## src/rtl/scsi_ir_pkg.sv

```systemverilog
package scsi_ir_pkg;
  localparam int DW    = 8;
  localparam int INT_W = 2;
  localparam logic [DW-1:0] LINE_MASK = 8'h3F;
  localparam logic [DW-1:0] CMD_NOP   = 8'h00;
  localparam logic [DW-1:0] SRC_RST   = 8'h07;
  localparam logic [DW-1:0] SYNC_RST  = 8'h02;

  typedef enum logic [7:0] {
    OFF_XLO  = 8'h00,
    OFF_XHI  = 8'h01,
    OFF_FCNT = 8'h02,
    OFF_CMD  = 8'h03,
    OFF_STAT = 8'h04,
    OFF_MASK = 8'h05,
    OFF_EXC  = 8'h06,
    OFF_ERR  = 8'h07,
    OFF_BLO  = 8'h08,
    OFF_BHI  = 8'h09,
    OFF_SRC  = 8'h0A,
    OFF_DST  = 8'h0B,
    OFF_SYNC = 8'h0C,
    OFF_ID   = 8'h0D
  } reg_off_e;
endpackage

```

## src/rtl/scsi_ir_cfg.sv

```systemverilog
module scsi_ir_cfg
  import scsi_ir_pkg::*;
#(
  parameter int CW = 16
) (
  input  logic          clk_i,
  input  logic          rst_ni,
  input  logic          soft_rst_i,
  input  logic          wr_cmd_i,
  input  logic          wr_mask_i,
  input  logic          wr_src_i,
  input  logic          wr_dst_i,
  input  logic          wr_sync_i,
  input  logic [DW-1:0] wdata_i,
  input  logic          xcnt_we_i,
  input  logic [CW-1:0] xcnt_i,
  input  logic          fcnt_we_i,
  input  logic [DW-1:0] fcnt_i,
  output logic [CW-1:0] xcnt_o,
  output logic [DW-1:0] fcnt_o,
  output logic [DW-1:0] cmd_o,
  output logic          start_o,
  output logic [DW-1:0] mask_o,
  output logic [DW-1:0] src_o,
  output logic [DW-1:0] dst_o,
  output logic [DW-1:0] sync_o
);
  // registers cleared by either reset
  always_ff @(posedge clk_i or negedge rst_ni) begin
    if (!rst_ni) begin
      xcnt_o <= '0;
      fcnt_o <= '0;
      cmd_o  <= CMD_NOP;
      mask_o <= '0;
      src_o  <= SRC_RST;
    end else if (soft_rst_i) begin
      xcnt_o <= '0;
      fcnt_o <= '0;
      cmd_o  <= CMD_NOP;
      mask_o <= '0;
      src_o  <= SRC_RST;
    end else begin
      if (xcnt_we_i) xcnt_o <= xcnt_i;
      if (fcnt_we_i) fcnt_o <= fcnt_i;
      if (wr_cmd_i)  cmd_o  <= wdata_i;
      if (wr_mask_i) mask_o <= wdata_i;
      if (wr_src_i)  src_o  <= wdata_i;
    end
  end

  // registers only the hard reset touches
  always_ff @(posedge clk_i or negedge rst_ni) begin
    if (!rst_ni) begin
      dst_o   <= '0;
      sync_o  <= SYNC_RST;
      start_o <= 1'b0;
    end else begin
      start_o <= wr_cmd_i & ~soft_rst_i;
      if (wr_dst_i)  dst_o  <= wdata_i;
      if (wr_sync_i) sync_o <= wdata_i;
    end
  end
endmodule

```

## src/rtl/scsi_ir_busctl.sv

```systemverilog
module scsi_ir_busctl
  import scsi_ir_pkg::*;
(
  input  logic          clk_i,
  input  logic          rst_ni,
  input  logic          wr_i,
  input  logic [DW-1:0] wdata_i,
  output logic [DW-1:0] drive_o,
  output logic [DW-1:0] assert_o,
  output logic [DW-1:0] release_o
);
  logic [DW-1:0] diff;
  assign diff = (wdata_i ^ drive_o) & LINE_MASK;

  always_ff @(posedge clk_i or negedge rst_ni) begin
    if (!rst_ni) begin
      drive_o   <= '0;
      assert_o  <= '0;
      release_o <= '0;
    end else begin
      assert_o  <= '0;
      release_o <= '0;
      if (wr_i) begin
        drive_o   <= wdata_i;
        assert_o  <= diff & wdata_i;
        release_o <= diff & ~wdata_i;
      end
    end
  end
endmodule

```

## src/rtl/scsi_ir_irq.sv

```systemverilog
module scsi_ir_irq
  import scsi_ir_pkg::*;
(
  input  logic             clk_i,
  input  logic             rst_ni,
  input  logic             wr_stat_i,
  input  logic             wr_cmd_i,
  input  logic [DW-1:0]    wdata_i,
  input  logic             done_i,
  input  logic             exc_i,
  input  logic [DW-1:0]    mask_i,
  output logic [INT_W-1:0] stat_o,
  output logic             irq_o
);
  logic [INT_W-1:0] clr, set;

  always_comb begin
    clr = '0;
    if (wr_stat_i) clr = wdata_i[INT_W-1:0];
    if (wr_cmd_i)  clr[0] = 1'b1;
    set = {exc_i, done_i};
  end

  always_ff @(posedge clk_i or negedge rst_ni) begin
    if (!rst_ni) begin
      stat_o <= '0;
      irq_o  <= 1'b0;
    end else begin
      stat_o <= (stat_o & ~clr) | set;
      irq_o  <= |(stat_o & mask_i[INT_W-1:0]);
    end
  end
endmodule

```

## src/rtl/scsi_init_regs.sv

```systemverilog
module scsi_init_regs
  import scsi_ir_pkg::*;
#(
  parameter int          CW      = 16,
  parameter logic [7:0]  CHIP_ID = 8'h4E
) (
  input  logic          clk_i,
  input  logic          rst_ni,
  input  logic          soft_rst_i,
  input  logic [7:0]    reg_addr_i,
  input  logic [7:0]    reg_wdata_i,
  input  logic          reg_wr_i,
  input  logic          reg_rd_i,
  output logic [7:0]    reg_rdata_o,
  input  logic          xcnt_we_i,
  input  logic [CW-1:0] xcnt_i,
  input  logic          fcnt_we_i,
  input  logic [7:0]    fcnt_i,
  input  logic [15:0]   scsi_ctl_i,
  output logic [7:0]    ctl_drive_o,
  output logic [7:0]    ctl_assert_o,
  output logic [7:0]    ctl_release_o,
  output logic          cmd_start_o,
  output logic [7:0]    cmd_op_o,
  output logic [7:0]    src_id_o,
  output logic [7:0]    dst_id_o,
  output logic [7:0]    sync_par_o,
  input  logic          seq_done_i,
  input  logic          seq_exc_i,
  output logic          irq_o
);
  logic wr_cmd, wr_stat, wr_mask, wr_bhi, wr_src, wr_dst, wr_sync;
  assign wr_cmd  = reg_wr_i && reg_addr_i == OFF_CMD;
  assign wr_stat = reg_wr_i && reg_addr_i == OFF_STAT;
  assign wr_mask = reg_wr_i && reg_addr_i == OFF_MASK;
  assign wr_bhi  = reg_wr_i && reg_addr_i == OFF_BHI;
  assign wr_src  = reg_wr_i && reg_addr_i == OFF_SRC;
  assign wr_dst  = reg_wr_i && reg_addr_i == OFF_DST;
  assign wr_sync = reg_wr_i && reg_addr_i == OFF_SYNC;

  logic [CW-1:0]    xcnt_q;
  logic [DW-1:0]    fcnt_q, int_mask_q;
  logic [INT_W-1:0] int_stat_q;

  scsi_ir_cfg #(.CW(CW)) u_cfg (
    .clk_i, .rst_ni, .soft_rst_i,
    .wr_cmd_i(wr_cmd), .wr_mask_i(wr_mask), .wr_src_i(wr_src),
    .wr_dst_i(wr_dst), .wr_sync_i(wr_sync), .wdata_i(reg_wdata_i),
    .xcnt_we_i, .xcnt_i, .fcnt_we_i, .fcnt_i,
    .xcnt_o(xcnt_q), .fcnt_o(fcnt_q), .cmd_o(cmd_op_o), .start_o(cmd_start_o),
    .mask_o(int_mask_q), .src_o(src_id_o), .dst_o(dst_id_o), .sync_o(sync_par_o)
  );

  scsi_ir_busctl u_bus (
    .clk_i, .rst_ni, .wr_i(wr_bhi), .wdata_i(reg_wdata_i),
    .drive_o(ctl_drive_o), .assert_o(ctl_assert_o), .release_o(ctl_release_o)
  );

  scsi_ir_irq u_irq (
    .clk_i, .rst_ni, .wr_stat_i(wr_stat), .wr_cmd_i(wr_cmd), .wdata_i(reg_wdata_i),
    .done_i(seq_done_i), .exc_i(seq_exc_i), .mask_i(int_mask_q),
    .stat_o(int_stat_q), .irq_o
  );

  always_comb begin
    reg_rdata_o = '0;
    if (reg_rd_i) begin
      unique case (reg_addr_i)
        OFF_XLO:  reg_rdata_o = xcnt_q[7:0];
        OFF_XHI:  reg_rdata_o = xcnt_q[15:8];
        OFF_FCNT: reg_rdata_o = fcnt_q;
        OFF_CMD:  reg_rdata_o = cmd_op_o;
        OFF_STAT: reg_rdata_o = {{(DW-INT_W){1'b0}}, int_stat_q};
        OFF_MASK: reg_rdata_o = int_mask_q;
        OFF_BLO:  reg_rdata_o = scsi_ctl_i[7:0];
        OFF_BHI:  reg_rdata_o = {scsi_ctl_i[15:13], 5'b0};
        OFF_SRC:  reg_rdata_o = src_id_o;
        OFF_DST:  reg_rdata_o = dst_id_o;
        OFF_SYNC: reg_rdata_o = sync_par_o;
        OFF_ID:   reg_rdata_o = CHIP_ID;
        default:  reg_rdata_o = '0;
      endcase
    end
  end
endmodule

```

## config.mk

```make
export PLATFORM = sky130hd
export DESIGN_NAME = scsi_init_regs
export DESIGN_NICKNAME = d
export VERILOG_FILES = /design/src/rtl/scsi_ir_pkg.sv /design/src/rtl/scsi_ir_cfg.sv /design/src/rtl/scsi_ir_busctl.sv /design/src/rtl/scsi_ir_irq.sv /design/src/rtl/scsi_init_regs.sv
export SDC_FILE = /design/constraint.sdc
export NUM_CORES = 1
export LEC_CHECK = 0
export BUFFER_PORTS_ARGS = -buffer_cell sky130_fd_sc_hd__buf_2
export CORE_ASPECT_RATIO = 1.25
export CORE_UTILIZATION = 46
export DETAILED_ROUTE_END_ITERATION = 6
export PLACE_DENSITY = 0.73
export SLEW_MARGIN = 20
export SYNTH_ARGS = -nofsm -noshare
export SYNTH_HDL_FRONTEND = slang
export SYNTH_SLANG_ARGS = --single-unit
export TNS_END_PERCENT = 5
```

## constraint.sdc

```tcl
create_clock -name clk_i -period 2.57 [get_ports clk_i]
set_input_delay 0.514 -clock clk_i [delete_from_list [all_inputs] [get_ports clk_i]]
set_output_delay 0.514 -clock clk_i [all_outputs]
set_load 0.01 [all_outputs]
```

==> results.sh, run 1 <==
export IMPL_cts_root_buf="clkbuf_16"
export IMPL_wirelength_um=12700
export IMPL_viasPerCell=5.60
export IMPL_synth_xor_area_share=0
export IMPL_crit_buf_inv=3
export IMPL_dieArea_um2=9840
export IMPL_synth_compound_area_share=0.104
export IMPL_synth_area_leaders="dfrtp_1, mux2i_1, mux2_1"
export IMPL_fin_crit_ns=2.66
export IMPL_critPathMaxStageDelay_ns=0.59
export IMPL_synth_top_family_by_area="multiplexers"
export IMPL_crit_family="simple AND/OR/NAND/NOR gates"
export IMPL_wl_per_cell_um=19.1
export IMPL_fill_cells=816
export IMPL_cts_tree="built"
export IMPL_nets=600
export IMPL_stdcell_count=663
export IMPL_io_buffers=121
export IMPL_synthToLayoutAreaGrowth_pct=31.3
export IMPL_hold_buffers=0
export IMPL_vdd_drop_max_mv=0.392
export IMPL_htreeDepth=3
export IMPL_yosysSeqAreaShare=0.508
export IMPL_multi_input_area_um2=2060
export IMPL_place_gp_congestion=0.944
export IMPL_dieWidth_um=88.9
export IMPL_drive_above_1_share=0.385
export IMPL_dr_pass1_iters=4
export IMPL_fin_skew_ns=0.00911
export IMPL_io_pins=131
export IMPL_routed_wl_met2_um=5950
export IMPL_drv_slew=0
export IMPL_synth_most_common_cell="dfrtp_1"
export IMPL_design_area_um2=5700
export IMPL_placed_cells=646
export IMPL_place_hpwl_um=9340
export IMPL_num_rows=39
export IMPL_ys_types=51
export IMPL_finalHoldViolations=0
export IMPL_yosysTopAreaCell="dfrtp_1"
export IMPL_grt_usage=0.275
export IMPL_dpl_cell_area_um2=5280
export IMPL_n_antenna_cell=0
export IMPL_holdCritPathClass="in -> async"
export IMPL_synthArstFlopShare=1.00
export IMPL_status="complete, but fails checks"
export IMPL_worstSetupPathType="in -> out"
export IMPL_critPathSlowestCell="or4_4"
export IMPL_post_route_period_util=1.04
export IMPL_ant_nets=0
export IMPL_fmax_ghz=0.376
export IMPL_drt_iter0_drc=221
export IMPL_synth_mux_area_frac=0.187
export IMPL_core_um2=9170
export IMPL_clock_latency_ns=0.34
export IMPL_p_leak_nw=2.92
export IMPL_startpoint_type="primary input"
export IMPL_synth_fa_ha_area_frac=0
export IMPL_chipHeight_um=111
export IMPL_yosys_top_cells_count="dfrtp_1, mux2i_1, nor2_1"
export IMPL_post_route_util=0.622
export IMPL_vias=3712
export IMPL_top_layer="met4"
export IMPL_synth_simple_gate_area_frac=0.159
export IMPL_cp_arrival_ns=2.15
export IMPL_m1WireLength_um=5680
export IMPL_grt_pass1_wl_um=19900
export IMPL_clk_path_buf_depth=2
export IMPL_synth_top_area_share=0.484
export IMPL_drc=0
export IMPL_cpMostUsedCell="buf_6"
export IMPL_crit_required_ns=2.06
export IMPL_antenna_found_initial=0
export IMPL_ys_warn_count=0
export IMPL_start_util=0.473
export IMPL_seqCellArea_um2=2210
export IMPL_syn_inst=393
export IMPL_worst_slack_ns=-0.0931
export IMPL_synth_flop_cell="dfrtp_1"
export IMPL_clock_sinks=88
export IMPL_max_cap_violations=0
export IMPL_p_per_area_nw_per_um2=549
export IMPL_ys_ff_latch=88
export IMPL_synth_edf_count=0
export IMPL_endpoint_kind="output pin"
export IMPL_gr_total_overflow=0
export IMPL_path_clk_slew_ns=0.07
export IMPL_violations="negative setup slack"
export IMPL_grt_max_degree=50
export IMPL_syn_cell_area_um2=4340
export IMPL_cts_buffers=9
export IMPL_worst_pin_slew_ns=0.884
export IMPL_setup_violations=8
export IMPL_rsz0062_at_grt="yes"
export IMPL_crit_chain="buf_6 -> or4_4 -> buf_6 -> nor3_4 -> a32oi_1 -> a31oi_1 -> buf_2"
export IMPL_wl_met3_um=645
export IMPL_avgSynthCellArea_um2=11.1
export IMPL_slew_headroom=0.411
export IMPL_critPathMaxFanout=5
export IMPL_grt_pass1_vias=3596
[routing by layer]
metal	up-vias	GRT usage
li1	1726	-
met1	1819	0.384
met2	145	0.423
met3	22	0.0441
met4	0	0.112
met5	-	0
[placed cells by master (no fill, tap or decap), types with 3 or more instances in the layout]
master and instances:
a22o_1 14, and4_1 3, nand4_1 6, buf_4 39, mux2_1 29, nand2_1 17, o21ai_1 3, a32oi_1 5
nor2b_1 10, dfrtp_1 84, o21ai_0 3, nand3_1 14, buf_2 119, mux2_2 5, a31oi_1 5, a211o_1 3
nand2b_1 3, mux2i_1 43, nor3b_1 12, conb_1 4, a21oi_1 10, dfstp_2 4, nor2_1 42, clkbuf_16 9
buf_6 4
[power by group]
part,switching [W],internal (W)
registers,0.0000318,0.00143
clock network,0.000542,0.000787
logic,0.000198,0.000144
[metrics by stage]
| stage | power, W | hold WS [ns] | setup slack [ns] | setup TNS, ns |
|---|---|---|---|---|
| 2_1_floorplan | 0.00163 | 0.218 | 0.140 | 0 |
| 3_3_place_gp | 0.00181 | 0.452 | -0.191 | -0.970 |
| 3_5_place_dp | 0.00182 | 0.466 | -0.178 | -0.986 |
| 4_1_cts | 0.00315 | 0.191 | -0.0928 | -0.570 |
| 5_1_grt | 0.00325 | 0.211 | -0.144 | -1.00 |
| 6_report | 0.00313 | 0.175 | -0.0931 | -0.565 |
[sequential cells by signal, indices dropped and copies added (netlist names), 2 cells and up]
name / cells
u_cfg.src_o: 8
u_cfg.cmd_o: 8
u_bus.release_o: 6
u_bus.assert_o: 6
u_cfg.fcnt_o: 8
u_cfg.xcnt_o: 16
u_cfg.dst_o: 8
u_irq.stat_o: 2
u_cfg.mask_o: 8
u_cfg.sync_o: 8
u_bus.drive_o: 8
[logic make-up (layout without fill, tap and decap cells)]
group | after synthesis | count (layout)
other | 1 | 4
multiplexers | 77 | 77
buffers and inverters | 37 | 181
AO/OA/AOI/OAI | 61 | 61
AND/OR/NAND/NOR | 129 | 129
flip-flops | 88 | 88
[worst paths after layout]
check | end | cells past startpoint | slack (ns) | from
min in group clk_i | u_irq.stat_o[0] | 2 | 0.35 | seq_done_i
min reg2reg | u_bus.assert_o[1] | 1 | 0.48 | u_bus.drive_o[1]
max reg2reg | u_cfg.src_o[2] | 2 | 1.73 | u_cfg.src_o[2]
max in group asynchronous | u_cfg.sync_o[1] | 2 | 1.70 | rst_ni
max | reg_rdata_o[0] | 7 | -0.09 | reg_addr_i[4]
min | u_bus.assert_o[2] | 1 | 0.18 | rst_ni
[final cells by class]
cell class,instances,share of cell area
clock buffer,11,0.0426
clock inverter,5,0.0110
inverter,1,0.000658
multi-input combinational,271,0.361
sequential,88,0.387
tap,123,0.0270
timing repair buffer,164,0.171
[what timing repair did]
item	4_1_cts	5_1_grt
setup buffers	1	0
cloned	0	0
resized for setup	12	9
setup endpoints to repair	8	8
pin swaps	6	2
hold endpoints to repair	0	0
No activity file was read; power rests on OpenSTA's default activity.
==> run 2: changes to the inputs <==
==> constraint.sdc (replaced) <==
create_clock -name clk_i -period 2.57 [get_ports clk_i]
set_input_delay 0.257 -clock clk_i [delete_from_list [all_inputs] [get_ports clk_i]]
set_output_delay 0.257 -clock clk_i [all_outputs]
set_load 0.01 [all_outputs]
==> results.sh, run 2 (same netlist as run 1, synthesis figures left out) <==
export IMPL_post_route_period_util=0.882
export IMPL_ant_nets=0
export IMPL_r2r_start="u_cfg.src_o[2]"
export IMPL_dieArea_um2=9840
export IMPL_drv_slew=0
export IMPL_fin_crit_ns=2.27
export IMPL_setup_tns_ns=0
export IMPL_startpoint="reg_addr_i[7]"
export IMPL_crit_chain="buf_2 -> or4_4 -> nor2_1 -> a32oi_1 -> a31oi_1 -> buf_2"
export IMPL_largest_reg_flops=16
export IMPL_post_route_util=0.587
export IMPL_startpoint_type="primary input"
export IMPL_clock_latency_ns=0.34
export IMPL_placed_cells=615
export IMPL_core_um2=9170
export IMPL_drive_above_1_share=0.319
export IMPL_place_gp_congestion=0.944
export IMPL_final_common_cell="buf_2"
export IMPL_nets=569
export IMPL_critPathMaxStageDelay_ns=0.64
export IMPL_htreeDepth=3
export IMPL_wl_per_cell_um=18.7
export IMPL_rsz0062_at_grt="no"
export IMPL_fin_skew_ns=0.00408
export IMPL_dpl_cell_area_um2=5040
export IMPL_stdcell_count=631
export IMPL_synthToLayoutAreaGrowth_pct=24.0
export IMPL_viasPerCell=5.62
export IMPL_grt_pass1_wl_um=18200
export IMPL_crit_required_ns=2.31
export IMPL_wirelength_um=11800
export IMPL_num_rows=39
export IMPL_cts_tree="built"
export IMPL_slew_headroom=0.405
export IMPL_clk_path_buf_depth=2
export IMPL_total_power_w=0.00322
export IMPL_p_leak_nw=2.75
export IMPL_worstSetupPathType="in -> out"
export IMPL_top_register="u_cfg.xcnt_o"
export IMPL_n_antenna_cell=0
export IMPL_start_util=0.473
export IMPL_fill_cells=845
export IMPL_dieWidth_um=88.9
export IMPL_cts_buffers=9
export IMPL_place_hpwl_um=8580
export IMPL_setup_violations=0
export IMPL_worst_pin_slew_ns=0.893
export IMPL_clock_sinks=88
export IMPL_grt_max_degree=52
export IMPL_antenna_found_initial=0
export IMPL_p_per_area_nw_per_um2=598
export IMPL_cts_root_buf="clkbuf_16"
export IMPL_grt_pass1_vias=3385
export IMPL_vias=3544
export IMPL_chipHeight_um=111
export IMPL_cpMostUsedCell="buf_2"
export IMPL_drc=0
export IMPL_design_area_um2=5390
export IMPL_path_clk_slew_ns=0.05
export IMPL_final_cell_mix="buf_2, dfrtp_1, nor2_1, mux2i_1, mux2_1"
export IMPL_critPathMaxFanout=11
export IMPL_critPathSlowestCell="or4_4"
export IMPL_finalHoldViolations=0
export IMPL_fmax_ghz=0.441
export IMPL_cts_repair_resized=0
export IMPL_dr_pass1_iters=4
export IMPL_min_from="seq_exc_i"
export IMPL_max_cap_violations=0
export IMPL_endpoint_kind="output pin"
export IMPL_drt_iter0_drc=389
export IMPL_status="finished clean"
export IMPL_holdCritPathClass="in -> reg"
export IMPL_io_buffers=121
export IMPL_vdd_drop_max_mv=0.362
export IMPL_cp_arrival_ns=2.01
export IMPL_gr_total_overflow=0
export IMPL_grt_usage=0.255
export IMPL_io_pins=131
-- run 2: changes by cell type in the layout (fill, tap and decap cells not counted), sizes merged --
| cell | before | now |
|---|---|---|
| buf | 164 | 132 |
| bufinv | 1 | 2 |
| clkinvlp | 2 | 0 |
| clkbuf | 11 | 13 |
| inv | 3 | 1 |
| dlygate4sd3 | 0 | 1 |
-- run 2: critical path: cells and delay by family --
family	cells	cell delay [ns]
and+or+nand+nor	2	1.01
buffers and inverters	2	0.29
AOI/OAI and AO/OA	2	0.44
-- run 2: final cells by class --
cell class / instances / area, µm² / share of cell area
Inverter: 1 / 3.75 / 0.000697
Clock buffer: 13 / 280 / 0.0520
Multi-Input combinational cell: 271 / 1970 / 0.365
Tap cell: 123 / 154 / 0.0286
Sequential cell: 88 / 2210 / 0.410
Clock inverter: 2 / 60.1 / 0.0111
Timing Repair Buffer: 133 / 713 / 0.132
-- run 2: power breakdown --
group          internal [W]  switching, W  total, W  leakage (nW)
Sequential          0.00143     0.0000306   0.00146          1.18
Clock              0.000952      0.000505   0.00146         0.168
Combinational      0.000121      0.000186  0.000307          1.40
Total               0.00250      0.000721   0.00322          2.75
-- run 2: metal layers --
layer	GRT usage	vias up	part of all wire
li1	-	1643	-
met1	0.353	1709	0.42
met2	0.379	169	0.47
met3	0.0478	23	0.074
met4	0.126	0	0.033
met5	0	-	0
-- run 2: stage by stage --
stage	setup WS (ns)	hold slack [ns]
CTS	0.275	0.0866
floorplan	0.654	-0.0386
detailed placement	0.283	0.250
finish	0.304	0.0937
global placement	0.331	0.249
global route	0.217	0.0984
-- run 2: final timing paths --
check                      cells past startpoint                end  slack (ns)
setup / recovery                               6     reg_rdata_o[4]        0.30
hold / removal                                 2    u_irq.stat_o[1]        0.09
setup reg to reg                               2     u_cfg.src_o[2]        1.72
hold reg to reg                                1  u_bus.assert_o[4]        0.47
max in group asynchronous                      3     u_cfg.src_o[0]        1.46
min in group asynchronous                      2  u_bus.assert_o[2]        0.41
-- run 2: what timing repair did --
| item | 4_1_cts | 5_1_grt |
|---|---|---|
| hold endpoints to repair | 36 | 0 |
| buffers inserted | 0 | 0 |
| hold buffers | 1 | 0 |
